<file path="config.mk">
export PLATFORM = sky130hd
export DESIGN_NAME = rs_alu_share
export DESIGN_NICKNAME = d
export VERILOG_FILES = /design/src/rtl/rs_alu_share.sv
export SDC_FILE = /design/constraint.sdc
export NUM_CORES = 1
export LEC_CHECK = 0
export BUFFER_PORTS_ARGS = -buffer_cell sky130_fd_sc_hd__buf_2
export CAP_MARGIN = 20
export CORE_MARGIN = 3
export CORE_UTILIZATION = 30
export CTS_BUF_LIST = sky130_fd_sc_hd__clkbuf_16
export DETAILED_ROUTE_END_ITERATION = 6
export GPL_TIMING_DRIVEN = 1
export PLACE_DENSITY = 0.56
export REMOVE_ABC_BUFFERS = 1
export SYNTH_ARGS = -nofsm -noshare
export SYNTH_HDL_FRONTEND = slang
export SYNTH_SLANG_ARGS = --single-unit
</file>
<file path="constraint.sdc">
create_clock -name clk -period 4.85 [get_ports clk]
set_clock_uncertainty 0.05 [all_clocks]
set_input_delay 0.2425 -clock clk [delete_from_list [all_inputs] [get_ports clk]]
set_output_delay 0.2425 -clock clk [all_outputs]
set_load 0.02 [all_outputs]
</file>
<file path="src/rtl/rs_alu_share.sv">
module rs_alu_share #(
  parameter int NSLOT = 4,
  parameter int DW    = 16,
  localparam int IW   = (NSLOT > 1) ? $clog2(NSLOT) : 1
) (
  input  logic               clk,
  input  logic               rst,
  input  logic [NSLOT-1:0]   in_valid,
  output logic [NSLOT-1:0]   in_ready,
  input  logic [NSLOT*DW-1:0] in_a,
  input  logic [NSLOT*DW-1:0] in_b,
  output logic               alu_valid,
  input  logic               alu_ready,
  output logic [IW-1:0]      alu_id,
  output logic [DW-1:0]      alu_a,
  output logic [DW-1:0]      alu_b,
  input  logic               res_valid,
  input  logic [IW-1:0]      res_id,
  input  logic [DW-1:0]      res_data,
  output logic [NSLOT-1:0]   out_valid,
  input  logic [NSLOT-1:0]   out_ready,
  output logic [NSLOT*DW-1:0] out_data
);

  typedef enum logic [1:0] {S_ACC, S_ISS, S_RES, S_OUT} st_t;

  st_t          st   [NSLOT];
  logic [DW-1:0] abuf [NSLOT];
  logic [DW-1:0] bbuf [NSLOT];
  logic [DW-1:0] rbuf [NSLOT];
  logic [NSLOT-1:0] req, grant, hit;
  logic found;

  always_comb begin
    grant = '0;
    found = 1'b0;
    alu_id = '0;
    alu_a = '0;
    alu_b = '0;
    for (int i = 0; i < NSLOT; i++) begin
      req[i]      = (st[i] == S_ISS) || (st[i] == S_ACC && in_valid[i]);
      in_ready[i] = (st[i] == S_ACC);
      hit[i]      = res_valid && (res_id == IW'(i)) && (st[i] == S_RES);
      out_valid[i] = hit[i] || (st[i] == S_OUT);
      out_data[i*DW +: DW] = (st[i] == S_OUT) ? rbuf[i] : res_data;
      if (req[i] && !found) begin
        grant[i] = 1'b1;
        found    = 1'b1;
        alu_id   = IW'(i);
        alu_a    = (st[i] == S_ISS) ? abuf[i] : in_a[i*DW +: DW];
        alu_b    = (st[i] == S_ISS) ? bbuf[i] : in_b[i*DW +: DW];
      end
    end
  end

  assign alu_valid = |req;

  always_ff @(posedge clk) begin
    for (int i = 0; i < NSLOT; i++) begin
      if (rst) begin
        st[i] <= S_ACC;
      end else begin
        case (st[i])
          S_ACC: if (in_valid[i]) begin
            if (grant[i] && alu_ready) st[i] <= S_RES;
            else begin
              abuf[i] <= in_a[i*DW +: DW];
              bbuf[i] <= in_b[i*DW +: DW];
              st[i]   <= S_ISS;
            end
          end
          S_ISS: if (grant[i] && alu_ready) st[i] <= S_RES;
          S_RES: if (hit[i]) begin
            if (out_ready[i]) st[i] <= S_ACC;
            else begin
              rbuf[i] <= res_data;
              st[i]   <= S_OUT;
            end
          end
          default: if (out_ready[i]) st[i] <= S_ACC;
        endcase
      end
    end
  end


  rst_state_chk: assert property (@(posedge clk)
    rst |=> (out_valid == '0) && (in_ready == '1));


  one_grant_chk: assert property (@(posedge clk) disable iff (rst)
    $onehot0(grant) && (alu_valid == (grant != '0)));


  res_tag_chk: assert property (@(posedge clk) disable iff (rst)
    res_valid |-> (st[res_id] == S_RES));

  for (genvar g = 0; g < NSLOT; g++) begin : g_chk

    iss_hold_chk: assert property (@(posedge clk) disable iff (rst)
      (st[g] == S_ISS && !(grant[g] && alu_ready)) |=>
        (st[g] == S_ISS) && $stable(abuf[g]) && $stable(bbuf[g]));

    out_hold_chk: assert property (@(posedge clk) disable iff (rst)
      (out_valid[g] && !out_ready[g]) |=>
        out_valid[g] && $stable(out_data[g*DW +: DW]));
  end

endmodule

</file>
# After elaboration in Yosys (flattened, before gate mapping)
# Memories as Yosys holds them, arrays and structs flattened.
# Cells that the tools add are included.
# totals
regBits	0
ramBits	200
input_bits	158
output_inout_bits	107
wordCells	254
n_memories	4
# mem_list
name	depth	word_bits	rd	rd_ports_with_merged_regs	write_ports	line_no	source
abuf	4	16	4	0	4	28	logic [DW-1:0] abuf [NSLOT];
bbuf	4	16	4	0	4	29	logic [DW-1:0] bbuf [NSLOT];
rbuf	4	16	4	0	1	30	logic [DW-1:0] rbuf [NSLOT];
st	4	2	4	0	4	27	st_t st [NSLOT];
# classes
n_eq_ne	15
mux	168
n_bitwise	24
n_reduce_logical	43
# ops
operator	n
$mux 16	23
$mux 1	116
$mux 2	29
$reduce_or 16->1	3
$or 1x1->1	24
$eq 2x2->1 const B	10
$logic_and 1x1->1	19
$reduce_or 3->1	4
$eq 2x1->1 const B	5
$logic_not 2->1	5
$logic_or 1x1->1	8
$reduce_or 4->1	1
$logic_not 1->1	3

# Longest topological paths before layout
# Gate-level depths: netlist (run 1).
# logic_depth
depth_word	25
ltp_mapped	7

# Worst setup path after synthesis (run 1)
# OpenSTA, ideal clock, no wires.
# synth_path
kind	register to register
from	memory st[2][0] in the netlist's numbering
to	memory abuf[2][0], enable pin
setup_ps	469
arrival_ps	3467
t_required_ps	4331
path_slack_ps	863
path_stages_with_launch	5
path_buffers	1
synth_period_minus_slack_ps	3987
path_cell_list	edfxtp_1 > buf_2 > nor2_1 > nand2_1 > nor3b_1
# synth_rtl
item	line_no
start: declaration	27
end: declaration	28

==> metrics list, run 1 <==
- Library cell used as clock root buffer: clkbuf_16
- The first global-routing pass estimated 43900 microns of wire.
- The floorplan step set the die height to around 180 microns.
* RSZ-0062 raised after global routing: false
- Primary flip-flop cell chosen by synthesis mapping: edfxtp_1
- Net switching is 33.5% of the power.
- Remaining max-slew budget at the tightest pin: roughly 38%
- Final Cell Area: approximately 13000 sq um
- Placed Area: between 10000 and 15000 sq um
- The via count of the first global-routing pass was 7465.
* Share of the clock period used by the worst path after layout: 65.8%
- Setup violations remaining at the end of the flow were counted as 0.
* Wire per inst: 20.7 microns
- Derived from the worst setup path, the maximum achievable clock frequency is 314 MHz.
- Area delta synth->final: 40.0%
- Sequential standard cell area: 6010 sq um
- Startpoint of the lowest-slack register-to-register path: st[0][0]$_SDFFCE_PP0P_
* Sequential area share after synthesis: 65.3%
* Filler instances: 2848
* Ratio of total power to cell area: 392 nW/um^2
* Layout Nets: 1154
- Number of synthesized flops with an enable pin: 200
- Before antenna repair, the detailed router went through 5 iterations.
- Residual overflow from global routing: 0
- Data on the critical path is required at its endpoint by around 4.6 ns.
- At the end of routability-driven placement, the weighted congestion stood at 0.769.
- In this run the worst path has a maximum fanout of 36.
* Number of nets with antenna violations after routing: 0
* Mean post-synth cell area: ~15 sq um
- Entering global routing, the biggest net connects 39 pins.
- Tightest Pin Transition: approximately 0.93 ns
- The routed layout has between 7000 and 8000 vias.
- Arrival time reported for the critical path endpoint: ~2.9 ns
* Worst R2R Setup Slack: between 2 and 2.5 ns
* Port bufs: between 200 and 300
- Sequential share of power: between 40 and 50%
- Critical Path Start Type: flop
- Setup CP Type: flop to primary output
- The clock reaches the later pin of the worst-skew pair after 0.43 ns.
- Worst Reg2Reg Path Length in Cells: 5
- Die Width: ~180 microns
* Hold violation count in the final report: 0
- By area the synthesized netlist is led by edfxtp_1, mux2_2, mux2i_1.
* Share of final-layout standard cells stronger than drive strength 1: ~38%
- Setup TNS: 0 ns
* Element type at the critical path end: primary output
- Starting utilization of the core area: between 30% and 40%
- Core region area: ~30000 sq um
* Antenna violations before repair: 1
- Multi-input combinational cell area: slightly below 3000 sq um
- I/O Pins: 265
* Residual DRC: 0
- The worst hold path terminates at rbuf[1][0]$_DFFE_PP_.
- Yosys warning count: 0
- The count of pins over their slew limit is 0.
- DPL Wire Length: around 19000 microns
* Library cell with the largest summed area after synthesis: edfxtp_1
- Violation count after the first detailed-route iteration: 507
- TritonCTS clock tree: yes
- Cell with the most instances after synthesis: edfxtp_1
- Num CTS Buffers: 17
- The clock network burns 30.8% of the power.
- Internal portion of total power: about 3.4 mW
- CTS saw 200 sinks.
* Cell area after synthesis: between 9000 and 10000 sq um
* Outcome: completed
* Switching power: approximately 1.7 mW
- After detailed routing, the number of vias per cell comes to a little over 5.
* Deepest level of the CTS H-tree: 4
- Synthesis handed over a netlist of between 600 and 700 instances.
- For this block, the routed nets add up to around 29000 microns of wire.
* Clock-pin slew reported for the worst setup and hold paths after clock tree synthesis: 0.09 ns
- Total of cells resized after clock tree synthesis: 0
- The tightest min-delay check is of the primary input to flop type.
- Min cycle time layout: 3.19 ns
* Hold Path Depth: 1
- Post-CTS timing repair inserted 0 buffers for setup.
- Ranked by instance count, the synthesized netlist is headed by edfxtp_1, mux2i_1, a22oi_1, mux2_2, o22ai_1.
- Standby leakage power: between 5 and 6 nW
- The share of synthesized area in the top cell type comes to between 60% and 70%.
- Across the VDD grid, the largest voltage drop is just over 0.0002 V.
* Die Footprint: ~33000 sq um
- Number of buffers between clock root and the deepest sink: 2
- The worst hold path begins at res_data[0].
- Worst r2r dst: bbuf[3][1]$_DFFE_PP_
- After synthesis, the share of flip-flops with an asynchronous set or reset is 0%.
- Relative contribution of combinational cells to total power: about 28%
- Max-cap violations in this run came to 0.
- After floorplanning, the core was divided into 63 placement rows.
* Count of different cell masters after synthesis: 40
- Global routing used 17.2% of the available tracks.
- FF+latch count, synth: 200
final cells by class:
| class | instances | share of cell area (%) |
|---|---|---|
| well taps | 390 | 3.79 |
| flip-flops and latches | 200 | 46.6 |
| diodes | 2 | 0.0388 |
| clock buffers | 17 | 3.30 |
| clock inverters | 15 | 1.80 |
| repair buffers | 408 | 21.1 |
| inverters | 7 | 0.204 |
| multi-input cells | 362 | 23.1 |
worst max-delay path, stage by stage (launching register included):
cell,delay [ns]
edfxtp_1,0.57
buf_4,0.34
o21bai_2,0.34
o211ai_4,0.13
buf_4,0.44
o22ai_1,0.23
a21o_1,0.23
buf_2,0.15
cell families after synthesis:
group,count (synthesis),share of synthesized area [%]
buf+inv,57,2.94
simple gates,55,3.07
flops,200,65.3
compound gates,178,13.8
mux,129,14.9
per-stage QoR:
step	power, mW	setup slack (ns)	hold slack [ns]	utilization, %	cells
global placement	3.44	2.11	0.384	36.5	1238
finish	5.05	1.66	0.0281	43.0	1401
floorplan	2.95	0.575	0.291	-	569
detailed placement	3.45	2.09	0.386	36.5	1238
CTS	5.09	1.61	0.00786	43.0	1399
global route	5.28	1.55	0.0101	43.0	1400
timing repair:
action,CTS,global route
setup endpoints to repair,0,0
hold buffers,129,0
hold endpoints to repair,132,0
worst max path at each step:
stage / start / endpoint / slack (ns)
after global routing: st[2][1]$_SDFFCE_PP0P_ / alu_a[5] / 1.55
after detailed placement: st[2][1]$_SDFFCE_PP0P_ / out_data[35] / 2.09
final: st[2][1]$_SDFFCE_PP0P_ / alu_a[5] / 1.66
after floorplan: st[2][0]$_SDFFCE_PP0P_ / abuf[2][0]$_DFFE_PP_ / 0.58
after global placement: st[2][1]$_SDFFCE_PP0P_ / alu_a[5] / 2.11
after CTS: st[2][1]$_SDFFCE_PP0P_ / out_data[35] / 1.61
layer usage:
metal | track usage (%) | part of all wire (%) | vias up
li1 | - | - | 3258
met2 | 28.0 | 48 | 315
met4 | 4.17 | 1.1 | 0
met1 | 23.5 | 45 | 3541
met3 | 3.50 | 5.9 | 27
met5 | 0 | 0 | -
registers in the layout (all words and copies together) (netlist names):
register	flops
abuf	64
bbuf	64
rbuf	64
st	8
cell usage in the layout, fill, tap and decap left out, types with 2 or more instances in the layout:
cell type	instances
a21o_1	32
a21oi_1	3
a22oi_1	64
and3_1	3
buf_2	264
buf_4	15
clkbuf_16	17
clkinv_8	5
diode_2	2
dlygate4sd3_1	129
edfxtp_1	200
inv_1	7
inv_12	3
inv_8	3
mux2_2	64
mux2i_1	65
nand2_1	13
nand2b_1	3
nand3_1	5
nand4_1	2
nor2_1	13
nor2b_2	2
nor2b_4	2
o2111ai_1	2
o21ai_0	2
o21bai_2	3
o22ai_1	64
or2_1	2
or3_1	2
power groups by stage:
stage	logic (mW)	clock network, mW	registers, mW
2_1_floorplan	0.844	0	2.11
3_3_place_gp	1.35	0	2.09
3_5_place_dp	1.35	0	2.10
4_1_cts	1.44	1.59	2.06
5_1_grt	1.54	1.67	2.07
6_report	1.44	1.56	2.06
Note: power is estimated with default switching activity, not from simulation.
==> inputs of run 2 (changes only) <==
--- a/config.mk
+++ b/config.mk
@@ -5,6 +5,7 @@
 export SDC_FILE = /design/constraint.sdc
 export NUM_CORES = 1
 export LEC_CHECK = 0
+export ABC_AREA = 1
 export BUFFER_PORTS_ARGS = -buffer_cell sky130_fd_sc_hd__buf_2
 export CAP_MARGIN = 20
 export CORE_MARGIN = 3
@@ -12,7 +13,7 @@
 export CTS_BUF_LIST = sky130_fd_sc_hd__clkbuf_16
 export DETAILED_ROUTE_END_ITERATION = 6
 export GPL_TIMING_DRIVEN = 1
-export PLACE_DENSITY = 0.56
+export PLACE_DENSITY = 0.55
 export REMOVE_ABC_BUFFERS = 1
 export SYNTH_ARGS = -nofsm -noshare
 export SYNTH_HDL_FRONTEND = slang
==> constraint.sdc (replaced) <==
create_clock -name clk -period 3.2 [get_ports clk]
set_clock_uncertainty 0.05 [all_clocks]
set_input_delay 0.16 -clock clk [delete_from_list [all_inputs] [get_ports clk]]
set_output_delay 0.16 -clock clk [all_outputs]
set_load 0.02 [all_outputs]
==> run 2 against run 1 <==
Final area grew 7.2%. Synthesized cell count grew 74%. Via count grew 24%. Critical path depth grew 3. Area after synthesis grew 9.1%. Clock-buffer cell count is the same. Routed wire length grew 12%. Die area grew 8.8%. Final cell count grew 37%. Global-route usage grew 0.86 points. Flip-flop and latch count is the same. Critical endpoint is now alu_a[15].
==> metrics list, run 2 <==
* Hold Path Depth: 4
- Summed over all failing endpoints, the final setup total negative slack is 0 ns.
- Residual DRC: 0
* Clock sink count: 200
* Row cnt: 66
- Tightest Pin Transition: approximately 0.88 ns
- Per report_power, the clock group accounts for roughly 30% of the total.
- Deepest level of the CTS H-tree: 4
* Internal portion of total power: between 4 and 5 mW
- Top library cells by usage in the layout, fill and taps aside: nand2_1, buf_2, edfxtp_1, dlygate4sd3_1, nand3_1
- The most critical setup path has its startpoint at st[0][0]$_SDFFCE_PP0P_.
* Residual overflow from global routing: 0
* Largest net degree at the start of global routing: 49
- The initial antenna violation count is 5.
- Timing analysis after detailed placement gives a worst setup slack of just under 0.8 ns.
* DPL Wire Length: 21100 microns
* Fraction of synthesized cell area taken by the top area cell type: between 50 and 60%
- Die Width: about 190 microns
- The largest individual stage delay along the critical path comes from the cell nand2_1.
* Max-Cap Viols: 0
- Derived from the worst setup path, the maximum achievable clock frequency is 348 MHz.
- Non-filler instance count after layout: around 1900
- Setup slack on the worst reg-to-reg path comes out at 0.80 ns.
- Sequential cells burn between 40% and 50% of the power.
* Largest incremental delay on the critical path: about 0.43 ns
- The cell area that synthesis handed to floorplanning was between 10000 and 15000 sq um.
- The first detailed-routing pass took 6 iterations.
- Relative to the synthesized area, the layout overhead comes to 37.6%.
- Headroom to the max-slew limit came out at between 40% and 50%.
* Critical Path Start Type: flop
- Placed insts: about 1700
* Number of nets with antenna violations after routing: 0
- Worst hold endpoint: st[2][1]$_SDFFCE_PP0P_
- Setup violations remaining at the end of the flow were counted as 0.
- The critical path in this run is classified as flop to primary output.
- Sequential area share after synthesis: ~60%
- Global-route wire length before repair: approximately 50000 microns
- Path class of the lowest-slack min-delay path: primary input to flop
- Net switching is between 30% and 40% of the power.
* Filler instances: ~3200
- Num CTS Buffers: 17
- Layout Nets: 1622
- Power spread over the standard cell area amounts to roughly 500 nW/um^2.
- After synthesis, the share of flip-flops with an asynchronous set or reset is 0%.
- For the finished layout, the period the worst path requires is about 2.9 ns.
* CP required: around 3.0 ns
* Registers with the highest flip-flop counts: abuf x64, bbuf x64, rbuf x64
- Ordered cell list for the critical path: buf_4 > nand2_1 > buf_4 > nand2_1 > nand2_1 > nand2_1 > nand2_1 > nor2_1 > nand2_1 > buf_2
* Die extent in y: 189 microns
- Port buffering added around 260 buffers.
- Synthesis inferred 200 register bits.
- Outcome: completed
* Yosys warning count: 0
* Clock-pin slew reported for the worst setup and hold paths after clock tree synthesis: 0.08 ns
* Most common cell after layout, fill and taps aside: nand2_1
* Hold Crit Start: out_ready[2]
- A synthesized cell averages slightly above 9 sq um.
- RSZ-0062 raised after global routing: false
* Least setup slack across all paths after layout: about 0.33 ns
* Worst r2r dst: abuf[3][6]$_DFFE_PP_
* Relative contribution of combinational cells to total power: about a quarter
- I/O Pins: ~270
- Number of instances in the synthesized netlist: 1075
- The cell that appears most often on the critical path is nand2_1.
* Switching power: around 2.3 mW
* Number of synthesized flops with an enable pin: 200
- The worst setup path is captured at a primary output.
- In the synthesized netlist the dominant register cell turns out to be edfxtp_1.
- Worst Reg2Reg Path Length in Cells: 7
* Final slew viol count: 0
- Share of the clock period used by the worst path after layout: between 80% and 90%
- Of all nets on the critical path, the largest fanout is 36.
* Starting utilization of the core area: a little under a third
- Final estimated routing congestion in global placement: around 0.77
* Cell with the most instances after synthesis: nand2_1
- For the worst-skew pair, the clock arrives at the later sink with an insertion delay of 0.44 ns.
- List of most frequent post-synthesis cells: nand2_1, edfxtp_1, nand3_1
- Count of different cell masters after synthesis: 28
- Library cell used as clock root buffer: clkbuf_16
- Number of vias after detailed routing: ~9000
* Core region area: ~33000 sq um
- TritonCTS clock tree: yes
- The detailed router finished its first iteration with 627 violations.
- Peak VDD IR: between 0.0003 and 0.0004 V
* Die Footprint: around 36000 sq um
- Hold violation count in the final report: 0
* Vias in the first global route: 8864
* Arrival time reported for the critical path endpoint: between 2 and 3 ns
* Standby leakage power: about 6.3 nW
- Wire per inst: around 17 microns
* Cells taking the most area after synthesis: edfxtp_1, nand2_1, nand3_1
- Total GRT Usage: a little under a fifth
- Number of buffers between clock root and the deepest sink: 2
* Share of final-layout standard cells stronger than drive strength 1: 25.9%
* Via count normalized by instance count: roughly 4.6
- Library cell with the largest summed area after synthesis: edfxtp_1
* Overall power: 6.91 mW
- Startpoint of the lowest-slack register-to-register path: st[1][0]$_SDFFCE_PP0P_
* Final wirelength: 32400 microns
[run 2: cell types whose count changed after synthesis, moves of 16 or more]
cell     change
mux2i_1     -65
a21o_1      -32
o22ai_1     -64
nand3_1    +133
nand2_1    +417
inv_1       +46
mux2_2      -16
o21ai_0     +34
a22oi_1     -64
nor2_1      +67
[run 2: critical path: cells and delay by family (launching register included)]
kind,cells,cell delay (ns)
buffers and inverters,3,0.92
AND/OR/NAND/NOR,7,0.85
flip-flops,1,0.40
[run 2: logic make-up (layout without fill, tap and decap cells)]
family	count (synthesis)	in the layout	synth area share (%)
simple gates	663	663	27.1
mux	48	48	5.38
compound gates	46	46	2.54
other cells	0	4	0
flops	200	200	59.8
buf+inv	118	520	5.16
[run 2: cell type report]
cell class	count	area (sq um)	share of cell area (%)
Antenna cell	4	10.0	0.0725
Clock buffer	17	425	3.08
Clock inverter	15	123	0.888
Inverter	59	221	1.60
Multi-Input combinational cell	757	3540	25.6
Sequential cell	200	6010	43.5
Tap cell	442	553	4.00
Timing Repair Buffer	429	2930	21.2
[run 2: metrics by stage]
step	instance area (sq um)	util, %	hold WS [ns]
after global routing	13800	42.1	0.0949
after global placement	11800	36.0	0.302
after detailed placement	11800	36.0	0.303
final	13800	42.1	0.0885
after CTS	13800	42.1	0.0543
after floorplan	9740	-	0.209
[run 2: how the worst max path moves through the flow]
stage                                   to  slack (ns)  depth (start not counted)
floorplan           st[0][0]$_SDFFCE_PP0P_       -0.90                          4
global placement                  alu_a[5]        0.78                          9
detailed placement               alu_a[15]        0.78                         10
CTS                              alu_a[15]        0.29                         10
global route                      alu_a[1]       0.008                         10
finish                           alu_a[15]        0.33                         10
[run 2: power by group through the flow]
stage,combinational (mW),clock [mW],sequential (mW)
final,1.84,2.06,3.01
after global routing,2.03,2.20,3.02
after CTS,1.85,2.11,3.01
after detailed placement,1.69,0,3.07
after global placement,1.69,0,3.07
after floorplan,0.979,0,3.09
[run 2: routing by layer]
metal,GRT usage [%],wire length [microns],vias up
met5,0,27,-
met4,5.30,649,4
met3,3.70,1810,47
met2,29.5,15400,303
met1,24.2,14500,4122
li1,-,-,4367
[run 2: timing repair]
| item | 4_1_cts | 5_1_grt |
|---|---|---|
| gates resized for setup | 0 | 0 |
| endpoints found under the hold margin | 192 | 0 |
| buffers inserted | 0 | 0 |
| hold buffers | 144 | 0 |
